<file path="src/rtl/fma_pkg.sv">
`timescale 1ns/1ps
// Package: types shared across the truncating FMA lane stages.
// Assumes: nothing beyond IEEE single-style field layout chosen by parameters.
package fma_pkg;
    // Special-case outcome decided at operand decode, carried to packing.
    typedef struct packed {
        logic nan;      // result is the default quiet NaN
        logic inf;      // result is an infinity
        logic inf_neg;  // sign of that infinity
    } fma_spec_t;
endpackage

</file>
<file path="src/rtl/fma_mul_align.sv">
`timescale 1ns/1ps
// Module: fma_mul_align - stages 1 and 2 of the lane.
// Stage 1 decodes operands, flushes denormals to zero, forms the exact
// significand product and the exponents, and classifies special cases.
// Stage 2 aligns product and addend in a common window, right-shifting
// the one with the smaller exponent and folding lost bits into a sticky flag.
// Assumes: bits shifted out can only be nonzero when the shifted operand is
// far below the unshifted one (guard bits below the product absorb small shifts).
module fma_mul_align
    import fma_pkg::*;
#(
    parameter int EXP_W  = 8,
    parameter int FRAC_W = 23
) (
    input  logic                    clk,
    input  logic                    rst_n,
    input  logic                    in_valid,
    input  logic [EXP_W+FRAC_W:0]   op_a,
    input  logic [EXP_W+FRAC_W:0]   op_b,
    input  logic [EXP_W+FRAC_W:0]   op_c,
    output logic                    al_valid,
    output logic [2*FRAC_W+2*FRAC_W+7:0] al_x,   // aligned product
    output logic [2*FRAC_W+2*FRAC_W+7:0] al_y,   // aligned addend
    output logic                    al_sticky,
    output logic signed [EXP_W+3:0] al_emax,
    output logic                    al_sp,
    output logic                    al_sc,
    output fma_spec_t               al_spec
);
    localparam int DW      = 1 + EXP_W + FRAC_W;
    localparam int SIG_W   = FRAC_W + 1;
    localparam int PROD_W  = 2 * SIG_W;
    localparam int GUARD_W = SIG_W + 2;
    localparam int WIN_W   = PROD_W + GUARD_W + 2;
    localparam int ONE_POS = PROD_W - 2 + GUARD_W;
    localparam int EI_W    = EXP_W + 4;
    localparam int BIAS    = (1 << (EXP_W - 1)) - 1;

    // Decoded operand fields
    logic [EXP_W-1:0] ea, eb, ec;
    logic [FRAC_W-1:0] fa, fb, fc;
    logic za, zb, zc, ia, ib, ic, na, nb, nc, pinf;
    logic [SIG_W-1:0] sig_a, sig_b, sig_c;
    logic signed [EI_W-1:0] ep_n;

    // Stage 1 registers
    logic                   v1, sp1, sc1;
    logic [PROD_W-1:0]      prod1;
    logic [SIG_W-1:0]       sigc1;
    logic signed [EI_W-1:0] ep1, ec1;
    fma_spec_t              spec1;

    // Split fields, classify, flush denormals to zero significands.
    always_comb begin
        ea = op_a[DW-2:FRAC_W];  fa = op_a[FRAC_W-1:0];
        eb = op_b[DW-2:FRAC_W];  fb = op_b[FRAC_W-1:0];
        ec = op_c[DW-2:FRAC_W];  fc = op_c[FRAC_W-1:0];
        za = (ea == '0);  zb = (eb == '0);  zc = (ec == '0);
        ia = (&ea) && (fa == '0);  na = (&ea) && (fa != '0);
        ib = (&eb) && (fb == '0);  nb = (&eb) && (fb != '0);
        ic = (&ec) && (fc == '0);  nc = (&ec) && (fc != '0);
        pinf  = ia | ib;
        sig_a = za ? '0 : {1'b1, fa};
        sig_b = zb ? '0 : {1'b1, fb};
        sig_c = zc ? '0 : {1'b1, fc};
        ep_n  = EI_W'(ea) + EI_W'(eb) - EI_W'(BIAS);
    end

    // Stage 1: capture exact product, exponents (zeros follow the other side) and specials.
    always_ff @(posedge clk) begin
        if (!rst_n) begin
            v1 <= 1'b0; sp1 <= 1'b0; sc1 <= 1'b0; prod1 <= '0; sigc1 <= '0;
            ep1 <= '0; ec1 <= '0; spec1 <= '0;
        end else begin
            v1    <= in_valid;
            sp1   <= op_a[DW-1] ^ op_b[DW-1];
            sc1   <= op_c[DW-1];
            prod1 <= PROD_W'(sig_a) * PROD_W'(sig_b);
            sigc1 <= sig_c;
            ep1   <= (za | zb) ? EI_W'(ec) : ep_n;
            ec1   <= zc ? ep_n : EI_W'(ec);
            spec1.nan <= na | nb | nc | (pinf & (za | zb))
                       | (pinf & ic & (op_a[DW-1] ^ op_b[DW-1] ^ op_c[DW-1]));
            spec1.inf     <= pinf | ic;
            spec1.inf_neg <= pinf ? (op_a[DW-1] ^ op_b[DW-1]) : op_c[DW-1];
        end
    end

    // Alignment datapath
    logic signed [EI_W-1:0] d;
    logic                   dneg, lost;
    logic [EI_W-1:0]        mag;
    logic [WIN_W-1:0]       pw, cw, src, shv;

    // Shift the smaller-exponent operand right; record any bits lost.
    always_comb begin
        d    = ep1 - ec1;
        dneg = (d < 0);
        mag  = dneg ? -d : d;
        pw   = WIN_W'(prod1) << GUARD_W;
        cw   = WIN_W'(sigc1) << (ONE_POS - FRAC_W);
        src  = dneg ? pw : cw;
        if (mag >= EI_W'(WIN_W)) begin
            shv  = '0;
            lost = |src;
        end else begin
            shv  = src >> mag;
            lost = ((shv << mag) != src);
        end
    end

    // Stage 2: capture aligned pair, larger exponent and sticky.
    always_ff @(posedge clk) begin
        if (!rst_n) begin
            al_valid <= 1'b0; al_x <= '0; al_y <= '0; al_sticky <= 1'b0;
            al_emax <= '0; al_sp <= 1'b0; al_sc <= 1'b0; al_spec <= '0;
        end else begin
            al_valid  <= v1;
            al_x      <= dneg ? shv : pw;
            al_y      <= dneg ? cw : shv;
            al_sticky <= lost;
            al_emax   <= dneg ? ec1 : ep1;
            al_sp     <= sp1;
            al_sc     <= sc1;
            al_spec   <= spec1;
        end
    end
endmodule

</file>
<file path="src/rtl/fma_add_lzc.sv">
`timescale 1ns/1ps
// Module: fma_add_lzc - stages 3 and 4 of the lane.
// Stage 3 adds or subtracts the aligned magnitudes (larger minus smaller,
// sticky taken as one unit at the window bottom) and fixes the sign.
// Stage 4 counts leading zeros of the magnitude sum.
// Assumes: a set sticky always belongs to the smaller aligned operand.
module fma_add_lzc
    import fma_pkg::*;
#(
    parameter int EXP_W  = 8,
    parameter int FRAC_W = 23
) (
    input  logic                    clk,
    input  logic                    rst_n,
    input  logic                    al_valid,
    input  logic [4*FRAC_W+7:0]     al_x,
    input  logic [4*FRAC_W+7:0]     al_y,
    input  logic                    al_sticky,
    input  logic signed [EXP_W+3:0] al_emax,
    input  logic                    al_sp,
    input  logic                    al_sc,
    input  fma_spec_t               al_spec,
    output logic                    lz_valid,
    output logic [4*FRAC_W+7:0]     lz_sum,
    output logic [$clog2(4*FRAC_W+9)-1:0] lz_cnt,
    output logic                    lz_sign,
    output logic                    lz_zneg,
    output logic signed [EXP_W+3:0] lz_emax,
    output fma_spec_t               lz_spec
);
    localparam int WIN_W = 4 * FRAC_W + 8;
    localparam int LZ_W  = $clog2(WIN_W + 1);

    logic                   sub, ge;
    logic [WIN_W-1:0]       sum_n;

    // Stage 3 registers
    logic                   v3, sgn3, zneg3;
    logic [WIN_W-1:0]       sum3;
    logic signed [EXP_W+3:0] emax3;
    fma_spec_t              spec3;

    // Effective add or subtract of magnitudes; sticky lowers a difference by one unit.
    always_comb begin
        sub   = al_sp ^ al_sc;
        ge    = (al_x >= al_y);
        if (!sub)
            sum_n = al_x + al_y;
        else if (ge)
            sum_n = al_x - al_y - WIN_W'(al_sticky);
        else
            sum_n = al_y - al_x - WIN_W'(al_sticky);
    end

    // Stage 3: capture magnitude, sign of a nonzero result and sign of an exact zero.
    always_ff @(posedge clk) begin
        if (!rst_n) begin
            v3 <= 1'b0; sum3 <= '0; sgn3 <= 1'b0; zneg3 <= 1'b0; emax3 <= '0; spec3 <= '0;
        end else begin
            v3    <= al_valid;
            sum3  <= sum_n;
            sgn3  <= sub ? (ge ? al_sp : al_sc) : al_sp;
            zneg3 <= !sub & al_sp;
            emax3 <= al_emax;
            spec3 <= al_spec;
        end
    end

    // Subtraction never underflows the window.
    assert_no_borrow_R1: assert property (@(posedge clk) disable iff (!rst_n)
        (al_valid && (al_sp ^ al_sc) && al_sticky) |=> (sum3 != '0));

    logic [LZ_W-1:0] cnt_n;

    // Leading-zero count: highest set bit wins.
    always_comb begin
        cnt_n = LZ_W'(WIN_W);
        for (int i = 0; i < WIN_W; i++)
            if (sum3[i]) cnt_n = LZ_W'(WIN_W - 1 - i);
    end

    // Stage 4: capture count alongside the sum.
    always_ff @(posedge clk) begin
        if (!rst_n) begin
            lz_valid <= 1'b0; lz_sum <= '0; lz_cnt <= '0; lz_sign <= 1'b0;
            lz_zneg <= 1'b0; lz_emax <= '0; lz_spec <= '0;
        end else begin
            lz_valid <= v3;
            lz_sum   <= sum3;
            lz_cnt   <= cnt_n;
            lz_sign  <= sgn3;
            lz_zneg  <= zneg3;
            lz_emax  <= emax3;
            lz_spec  <= spec3;
        end
    end
endmodule

</file>
<file path="src/rtl/fma_norm_pack.sv">
`timescale 1ns/1ps
// Module: fma_norm_pack - stages 5 and 6 of the lane.
// Stage 5 shifts the leading one to the top and truncates to the fraction
// width, adjusting the exponent. Stage 6 applies specials, zero sign,
// saturation and flush-to-zero, then merges an integer result if selected.
// Assumes: the leading one of the sum sits at most three places above the
// product's unit position.
module fma_norm_pack
    import fma_pkg::*;
#(
    parameter int EXP_W  = 8,
    parameter int FRAC_W = 23
) (
    input  logic                    clk,
    input  logic                    rst_n,
    input  logic                    lz_valid,
    input  logic [4*FRAC_W+7:0]     lz_sum,
    input  logic [$clog2(4*FRAC_W+9)-1:0] lz_cnt,
    input  logic                    lz_sign,
    input  logic                    lz_zneg,
    input  logic signed [EXP_W+3:0] lz_emax,
    input  fma_spec_t               lz_spec,
    input  logic                    int_sel,
    input  logic [EXP_W+FRAC_W:0]   int_val,
    output logic                    out_valid,
    output logic [EXP_W+FRAC_W:0]   out_res
);
    localparam int DW      = 1 + EXP_W + FRAC_W;
    localparam int SIG_W   = FRAC_W + 1;
    localparam int WIN_W   = 4 * FRAC_W + 8;
    localparam int ONE_POS = 2 * SIG_W - 2 + SIG_W + 2;
    localparam int EI_W    = EXP_W + 4;
    localparam logic signed [EI_W-1:0] E_OFS = EI_W'(WIN_W - 1 - ONE_POS);
    localparam logic signed [EI_W-1:0] E_TOP = EI_W'((1 << EXP_W) - 1);
    localparam logic signed [EI_W-1:0] E_LOW = '0;
    localparam logic [DW-1:0] QNAN = {1'b0, {EXP_W{1'b1}}, 1'b1, {(FRAC_W-1){1'b0}}};

    logic                   v5, sgn5, zero5, zneg5;
    logic [FRAC_W-1:0]      frac5;
    logic signed [EI_W-1:0] e5;
    fma_spec_t              spec5;
    logic [DW-1:0]          packed_n;

    // Stage 5: normalize, truncate the fraction, derive the biased exponent.
    always_ff @(posedge clk) begin
        if (!rst_n) begin
            v5 <= 1'b0; sgn5 <= 1'b0; zero5 <= 1'b0; zneg5 <= 1'b0;
            frac5 <= '0; e5 <= '0; spec5 <= '0;
        end else begin
            v5    <= lz_valid;
            frac5 <= FRAC_W'((lz_sum << lz_cnt) >> (WIN_W - 1 - FRAC_W));
            e5    <= lz_emax + E_OFS - EI_W'(lz_cnt);
            zero5 <= (lz_sum == '0);
            sgn5  <= lz_sign;
            zneg5 <= lz_zneg;
            spec5 <= lz_spec;
        end
    end

    // Pick the final encoding by priority: NaN, infinity, zero, saturate, flush, normal.
    always_comb begin
        if (spec5.nan)        packed_n = QNAN;
        else if (spec5.inf)   packed_n = {spec5.inf_neg, {EXP_W{1'b1}}, {FRAC_W{1'b0}}};
        else if (zero5)       packed_n = {zneg5, {(DW-1){1'b0}}};
        else if (e5 >= E_TOP) packed_n = {sgn5, {(EXP_W-1){1'b1}}, 1'b0, {FRAC_W{1'b1}}};
        else if (e5 <= E_LOW) packed_n = {sgn5, {(DW-1){1'b0}}};
        else                  packed_n = {sgn5, e5[EXP_W-1:0], frac5};
    end

    // Stage 6: output register with the integer merge port.
    always_ff @(posedge clk) begin
        if (!rst_n) begin
            out_valid <= 1'b0;
            out_res   <= '0;
        end else begin
            out_valid <= v5 | int_sel;
            out_res   <= int_sel ? int_val : packed_n;
        end
    end

    // Any NaN leaving the float path is the default quiet NaN.
    assert_nan_canon_R3: assert property (@(posedge clk) disable iff (!rst_n)
        (!$past(int_sel) && (&out_res[DW-2:FRAC_W]) && (out_res[FRAC_W-1:0] != '0))
        |-> (out_res == QNAN));
    // No denormal leaves the float path.
    assert_no_denorm_R7: assert property (@(posedge clk) disable iff (!rst_n)
        (!$past(int_sel) && (out_res[DW-2:FRAC_W] == '0)) |-> (out_res[FRAC_W-1:0] == '0));
    // An all-ones exponent only comes from a special case, never from overflow.
    assert_sat_no_inf_R6: assert property (@(posedge clk) disable iff (!rst_n)
        (!int_sel && !spec5.nan && !spec5.inf) |=> (!(&out_res[DW-2:FRAC_W])));
endmodule

</file>
<file path="src/rtl/fma_lane_trunc.sv">
`timescale 1ns/1ps
// Module: fma_lane_trunc - one lane of a truncating single-precision FMA.
// Computes A*B+C with a single truncation toward zero; six register stages,
// one operation per cycle; an integer result can take the output slot.
// Assumes: denormals are treated as zero; no exception flags are produced.
module fma_lane_trunc
    import fma_pkg::*;
#(
    parameter int EXP_W  = 8,
    parameter int FRAC_W = 23
) (
    input  logic                  clk,
    input  logic                  rst_n,
    input  logic                  in_valid,
    input  logic [EXP_W+FRAC_W:0] op_a,
    input  logic [EXP_W+FRAC_W:0] op_b,
    input  logic [EXP_W+FRAC_W:0] op_c,
    input  logic                  int_sel,
    input  logic [EXP_W+FRAC_W:0] int_val,
    output logic                  out_valid,
    output logic [EXP_W+FRAC_W:0] out_res
);
    localparam int WIN_W = 4 * FRAC_W + 8;
    localparam int LZ_W  = $clog2(WIN_W + 1);
    localparam int EI_W  = EXP_W + 4;

    logic                   al_valid, al_sticky, al_sp, al_sc;
    logic [WIN_W-1:0]       al_x, al_y;
    logic signed [EI_W-1:0] al_emax;
    fma_spec_t              al_spec;

    logic                   lz_valid, lz_sign, lz_zneg;
    logic [WIN_W-1:0]       lz_sum;
    logic [LZ_W-1:0]        lz_cnt;
    logic signed [EI_W-1:0] lz_emax;
    fma_spec_t              lz_spec;

    fma_mul_align #(.EXP_W(EXP_W), .FRAC_W(FRAC_W)) u_mul_align (
        .clk(clk), .rst_n(rst_n), .in_valid(in_valid),
        .op_a(op_a), .op_b(op_b), .op_c(op_c),
        .al_valid(al_valid), .al_x(al_x), .al_y(al_y), .al_sticky(al_sticky),
        .al_emax(al_emax), .al_sp(al_sp), .al_sc(al_sc), .al_spec(al_spec));

    fma_add_lzc #(.EXP_W(EXP_W), .FRAC_W(FRAC_W)) u_add_lzc (
        .clk(clk), .rst_n(rst_n), .al_valid(al_valid), .al_x(al_x), .al_y(al_y),
        .al_sticky(al_sticky), .al_emax(al_emax), .al_sp(al_sp), .al_sc(al_sc),
        .al_spec(al_spec), .lz_valid(lz_valid), .lz_sum(lz_sum), .lz_cnt(lz_cnt),
        .lz_sign(lz_sign), .lz_zneg(lz_zneg), .lz_emax(lz_emax), .lz_spec(lz_spec));

    fma_norm_pack #(.EXP_W(EXP_W), .FRAC_W(FRAC_W)) u_norm_pack (
        .clk(clk), .rst_n(rst_n), .lz_valid(lz_valid), .lz_sum(lz_sum),
        .lz_cnt(lz_cnt), .lz_sign(lz_sign), .lz_zneg(lz_zneg), .lz_emax(lz_emax),
        .lz_spec(lz_spec), .int_sel(int_sel), .int_val(int_val),
        .out_valid(out_valid), .out_res(out_res));

    // Cycles since reset, saturating, to keep $past windows inside reset-free time.
    logic [2:0] warm;
    always_ff @(posedge clk) begin
        if (!rst_n) warm <= '0;
        else if (warm != 3'd7) warm <= warm + 3'd1;
    end

    // Valid follows the input six edges later, or the merge one edge later.
    assert_latency_R2: assert property (@(posedge clk) disable iff (!rst_n)
        (warm >= 3'd6) |-> (out_valid == ($past(in_valid, 6) | $past(int_sel))));
    // Merged integer result passes unchanged.
    assert_int_merge_R8: assert property (@(posedge clk) disable iff (!rst_n)
        (warm >= 3'd1 && $past(int_sel)) |-> (out_valid && out_res == $past(int_val)));
endmodule

</file>
<file path="config.mk">
export PLATFORM = sky130hd
export DESIGN_NAME = fma_lane_trunc
export DESIGN_NICKNAME = d
export VERILOG_FILES = /design/src/rtl/fma_pkg.sv /design/src/rtl/fma_mul_align.sv /design/src/rtl/fma_add_lzc.sv /design/src/rtl/fma_norm_pack.sv /design/src/rtl/fma_lane_trunc.sv
export SDC_FILE = /design/constraint.sdc
export NUM_CORES = 2
export LEC_CHECK = 0
export BUFFER_PORTS_ARGS = -buffer_cell sky130_fd_sc_hd__buf_2
export CAP_MARGIN = 20
export CORE_UTILIZATION = 29
export DETAILED_ROUTE_END_ITERATION = 16
export GPL_TIMING_DRIVEN = 0
export PLACE_DENSITY_LB_ADDON = 0.08
export SLEW_MARGIN = 20
export SYNTH_ARGS = -nofsm -noshare
export SYNTH_HDL_FRONTEND = slang
export SYNTH_SLANG_ARGS = --single-unit
</file>
<file path="constraint.sdc">
create_clock -name clk -period 13.3 [get_ports clk]
set_input_delay 2.66 -clock clk [delete_from_list [all_inputs] [get_ports clk]]
set_output_delay 2.66 -clock clk [all_outputs]
set_load 0.02 [all_outputs]
</file>
======== Word level (Yosys, flattened, before mapping) ========
Cells that the tools add are included.
storage, ports and cells
  bits in registers ....................... 639
  input port bits ......................... 132
  output and inout bits ................... 33
  word-level logic and storage cells ...... 251
operators by class
  $add $sub $neg .......................... 11
  multipliers ............................. 1
  $lt $le $gt $ge ......................... 5
  eq/ne operators ......................... 1
  shifts and indexed selects .............. 3
  muxes and demuxes ....................... 122
  bitwise gates (word level) .............. 16
  reduce and logical (&&, ||, !) cells .... 33
operators with widths
  cell                                             number
  6-bit two-way mux                                64
  100-bit two-way mux                              2
  100-bit by 1-bit subtractor with 100-bit output  2
  100-bit subtractor                               2
  74-bit two-way mux                               2
  32-bit two-way mux                               4
  100-bit adder                                    1
  100-bit >= comparator                            1
  100-bit logical NOT                              1
  100-bit by 7-bit left shift with 99-bit output   1
  5-bit two-way mux                                16
  76-bit two-way mux                               1
  76-bit inequality test                           1
  76-bit OR reduction                              1
  76-bit by 12-bit left shift with 76-bit output   1
  76-bit by 12-bit right shift with 76-bit output  1
  73-bit two-way mux                               1
  24-bit two-way mux                               3
  23-bit logical NOT                               3
  23-bit nonzero test                              3
  65-bit OR reduction                              1
  31-bit two-way mux                               2
  24-bit by 24-bit multiplier with 48-bit output   1
  33-bit OR reduction                              1
  30 further kinds                                 76

======== Logic depth before layout (Yosys ltp) ========
  depth after elaboration ................. 99
  gate-level depth with buffers ........... 37
  gate-level depth less buffers ........... 34

======== Modules after synthesis ========
A second synthesis with hierarchy kept.
second synthesis, totals
  cell total of the unflattened synthesis .. 10,747
  area, all modules ....................... 84,449.7 um^2
by module, submodules not included
  module         times used  cells each  area each (um^2)  sequential area each (um^2)
  fma_mul_align  1           5,402       42,668.4          5,265.0
  fma_add_lzc    1           4,232       31,507.7          4,864.7
  fma_norm_pack  1           1,113       10,273.6          1,501.4

======== Worst setup path after synthesis ========
Ideal clock, no wire load.
  path kind ............................... input-to-reg
  start ................................... in op_a[27]
  end ..................................... reg u_mul_align.prod1[46]
  library setup time ...................... 70 ps
  data arrival time ....................... 10,723 ps
  required time ........................... 13,230 ps
  path slack .............................. 2,507 ps
  cell stages on the path ................. 35
  buffers on the path ..................... 4
  cells stage by stage .................... or4_1 > nor2_1 > a21oi_1 > clkbuf_1 > clkbuf_1 > buf_1 > clkbuf_1 > nand3_1 > fa_1 > inv_1 > fa_1 > inv_1 > fa_1 > inv_1 > fa_1 > inv_1 > fa_1 > fa_1 > inv_1 > fa_1 > ha_1 > o21ai_0 > nand2b_1 > and2_1 > nand3_1 > o41ai_1 > a41oi_1 > nor4b_1 > o31ai_1 > a21oi_1 > o21bai_1 > a21o_1 > nand4_1 > a21o_1 > a21oi_1
on the way
  longest elaborated chain between the ends .. 3
ends and longest elaborated chain
  element                                         line                  text
  start: declaration                              fma_lane_trunc.sv:15  input logic [EXP_W+FRAC_W:0] op_a,
  8-bit logical NOT                               fma_mul_align.sv:58   za = (ea == '0); zb = (eb == '0); zc = (ec == '0);
  24-bit two-way mux                              fma_mul_align.sv:63   sig_a = za ? '0 : {1'b1, fa};
  24-bit by 24-bit multiplier with 48-bit output  fma_mul_align.sv:78   prod1 <= PROD_W'(sig_a) * PROD_W'(sig_b);
  end signal: assignment                          fma_mul_align.sv:78
  end: declaration                                fma_mul_align.sv:48   logic [PROD_W-1:0] prod1;
Every way passes these cells.
A chain may end at the register's enable or synchronous reset.

======== Worst setup path after layout ========
Ends and elaborated chain as after synthesis.

==> results.ini <==
[routing]
vias = 77800
ant_nets = 0
routedWlPerCell_um = 38.0
drtPass1Iterations = 9
via_per_inst = 5.98
drc = 0
drt_wl_total_um = 495000
drt_iter0_markers = 8592

[placed_design]
port_buffers = 159
gp_congestion = 1.06
postPlaceCellArea_mm2 = 0.0791
place.detailed.hpwl_um = 412000
dpl_worst_slack_ps = -887

[floorplan]
pin_count = 165
coreArea_mm2 = 0.250
dieArea_mm2 = 0.254
die_y_um = 504
rows = 183
fp.dieW_um = 504
start_util_pct = 29.3

[run]
max_cap_violations = 0

[clock_network]
root_buffer = clkbuf_16
clock-sinks = 577
clock_latency_ps = 740
cts_buffer_depth = 3
clkSlewWorstSetupHoldPaths_ps = 60
cts_max_level = 3
cts_hold_repair.buffers = 0
post-cts-setup-buffers = 0
ctsResizeCount = 1
cts-buffers-inserted = 73
cts_tree = built

[timing]
slew_headroom_pct = 6.78
max_freq_ghz = 0.0777
report.final.slew_viol_count = 0
fin_skew_ps = 80.8
setup_viol = 0
finalCriticalPeriod_ps = 12880
hold_viol_final = 0
period_share_pct = 96.8
worst_slew_pin_slew_ps = 1400
rsz0062_at_grt = no
setup_ws_ps = 422

[setup_path]
start_kind = input port
critPathKind = in -> reg
cp_max_fo = 10
slowest_delay_ps = 800
worst_ep_arrival_time_ps = 13500
reg2reg_depth = 19
worst_path_max_delay_cell = o41ai_2
crit_required_ps = 13920
cp-endpoint = u_mul_align.prod1[46]$_SDFF_PN0_
end_kind = flip-flop
rrSetupSlack_ps = 2230
crit_start = op_a[27]
cpMostUsedCell = fa_1
timing.rr.end = u_mul_align.al_sticky$_SDFF_PN0_
r2r-start = u_mul_align.ec1[0]$_SDFF_PN0_

[synth]
avgSynthCellArea_um2 = 7.86
yosysSeqAreaShare_pct = 15.8
synth.ff_latch_count = 577
synth.distinct_cells = 125
async_flop_share_pct = 0
synth_warnings = 0
netlist_area_mm2 = 0.0730
syn-num-nets = 10500
netlist_instances = 9295
synth_ff_type = dfxtp_1
synth-edff-count = 0

[layout]
drive_gt1_share_pct = 8.99
fin_area_mm2 = 0.0819
seq_area_mm2 = 0.0116
area_delta_synth_final_pct = 12.2
final_nets = 10800
nFillCells = 27100
multi_input_area_mm2 = 0.0558

[hold_path]
min_path_type = reg -> reg

[global_route]
grt_max_degree = 15
grt_pass1_wl_um = 662000
grt_usage_pct = 37.7
grt_pass1_vias = 76200
grt_antenna_before_repair = 80
grt_overflow_total = 0

[outcome]
status = completed

## cell usage after synthesis (84+ instances only)
cell,instances,area share (%)
a211oi_1,148,1.5
a21o_1,107,1.1
a21oi_1,656,4.5
and2_1,228,2.0
and3_1,244,2.1
clkbuf_1,394,2.0
dfxtp_1,577,16
fa_1,526,14
ha_1,585,10
inv_1,1030,5.3
mux2i_1,196,2.7
mux4_2,102,3.1
nand2_1,990,5.1
nand3_1,194,1.3
nor2_1,827,4.3
nor3_1,175,1.2
nor4_1,111,0.95
o211ai_1,102,1.0
o21ai_0,368,2.5
o21bai_1,84,0.86
o22ai_1,90,0.77
xnor2_1,182,2.2
## layer usage
layer  share of wire, %  track usage, %  vias to the layer above
met3                8.3            7.98                     1105
met4                6.2            20.1                       52
li1                   -               -                    33000
met2                 44            58.6                     4278
met1                 42            48.8                    39400
met5              0.079               0                        -
## worst min path at each step
stage / slack [ps] / from / endpoint / cells past startpoint
after floorplan: 410 / u_norm_pack.v5$_SDFF_PN0_ / u_norm_pack.out_valid$_SDFF_PN0_ / 2
after global placement: 410 / u_add_lzc.v3$_SDFF_PN0_ / u_add_lzc.lz_valid$_SDFF_PN0_ / 1
after detailed placement: 420 / u_add_lzc.sgn3$_SDFF_PN0_ / u_add_lzc.lz_sign$_SDFF_PN0_ / 1
after CTS: 400 / u_add_lzc.emax3[7]$_SDFF_PN0_ / u_add_lzc.lz_emax[7]$_SDFF_PN0_ / 1
after global routing: 430 / u_add_lzc.emax3[7]$_SDFF_PN0_ / u_add_lzc.lz_emax[7]$_SDFF_PN0_ / 1
final: 410 / u_add_lzc.emax3[7]$_SDFF_PN0_ / u_add_lzc.lz_emax[7]$_SDFF_PN0_ / 1
## worst max-delay path, delay by kind of cell
family	cells	cell delay, ps
compound gates	10	3060
simple gates	8	1300
fa+ha+maj	8	3790
buf+inv	8	2670
## cells in the final DEF (no fill, tap or decap), types with 69 or more instances in the layout
| master | instances |
|---|---|
| inv_1 | 1030 |
| nand2_1 | 990 |
| nor2_1 | 818 |
| a21oi_1 | 648 |
| ha_1 | 585 |
| dfxtp_1 | 574 |
| fa_1 | 526 |
| clkbuf_1 | 346 |
| o21ai_0 | 338 |
| and3_1 | 244 |
| and2_1 | 228 |
| buf_2 | 225 |
| mux2i_1 | 195 |
| nand3_1 | 194 |
| xnor2_1 | 181 |
| nor3_1 | 170 |
| a211oi_1 | 136 |
| nor4_1 | 108 |
| a21o_1 | 107 |
| o211ai_1 | 102 |
| mux4_2 | 102 |
| o22ai_1 | 85 |
| o21bai_1 | 84 |
| a31oi_1 | 80 |
| nand4_1 | 79 |
| clkbuf_16 | 73 |
| xor2_1 | 69 |
## stage by stage
step / setup TNS, ps / utilization, % / hold slack, ps / cells
after detailed placement: -4100 / 31.7 / 421 / 12800
after CTS: 0 / 32.8 / 399 / 13000
after global placement: -10210 / 31.3 / 415 / 12800
after floorplan: 0 / - / 411 / 9295
final: 0 / 32.8 / 407 / 13000
after global routing: 0 / 32.8 / 427 / 13000
## state kept, by name (all words and copies together) (netlist names), 7 cells and up
| name | cells |
|---|---|
| u_add_lzc.lz_sum | 100 |
| u_add_lzc.sum3 | 100 |
| u_mul_align.al_x | 74 |
| u_mul_align.al_y | 74 |
| u_mul_align.prod1 | 48 |
| u_norm_pack.out_res | 32 |
| u_mul_align.sigc1 | 24 |
| u_norm_pack.frac5 | 23 |
| u_norm_pack.e5 | 12 |
| u_add_lzc.emax3 | 10 |
| u_add_lzc.lz_emax | 10 |
| u_mul_align.al_emax | 10 |
| u_mul_align.ec1 | 10 |
| u_mul_align.ep1 | 10 |
| u_add_lzc.lz_cnt | 7 |
## layout make-up
class	count	area share [%]
clock inverters	41	0.771
well taps	3330	5.08
plain buffers	538	2.88
inverters	1036	4.75
repair buffers	216	1.65
clock buffers	94	2.56
multi-input cells	7144	68.1
flip-flops and latches	577	14.1
diodes	27	0.0825
## kinds of logic after synthesis
kind of cell	after synthesis	share of synthesized area, %
fa+ha+maj	1111	24.4
flops	577	15.8
compound gates	2283	21.0
xor+xnor	254	3.08
buf+inv	1574	8.45
mux	362	6.85
other cells	1	0.00513
simple gates	3133	20.3
Power is not shown: default switching activity piles up to over one toggle a cycle in this logic, so the estimate is an artifact.
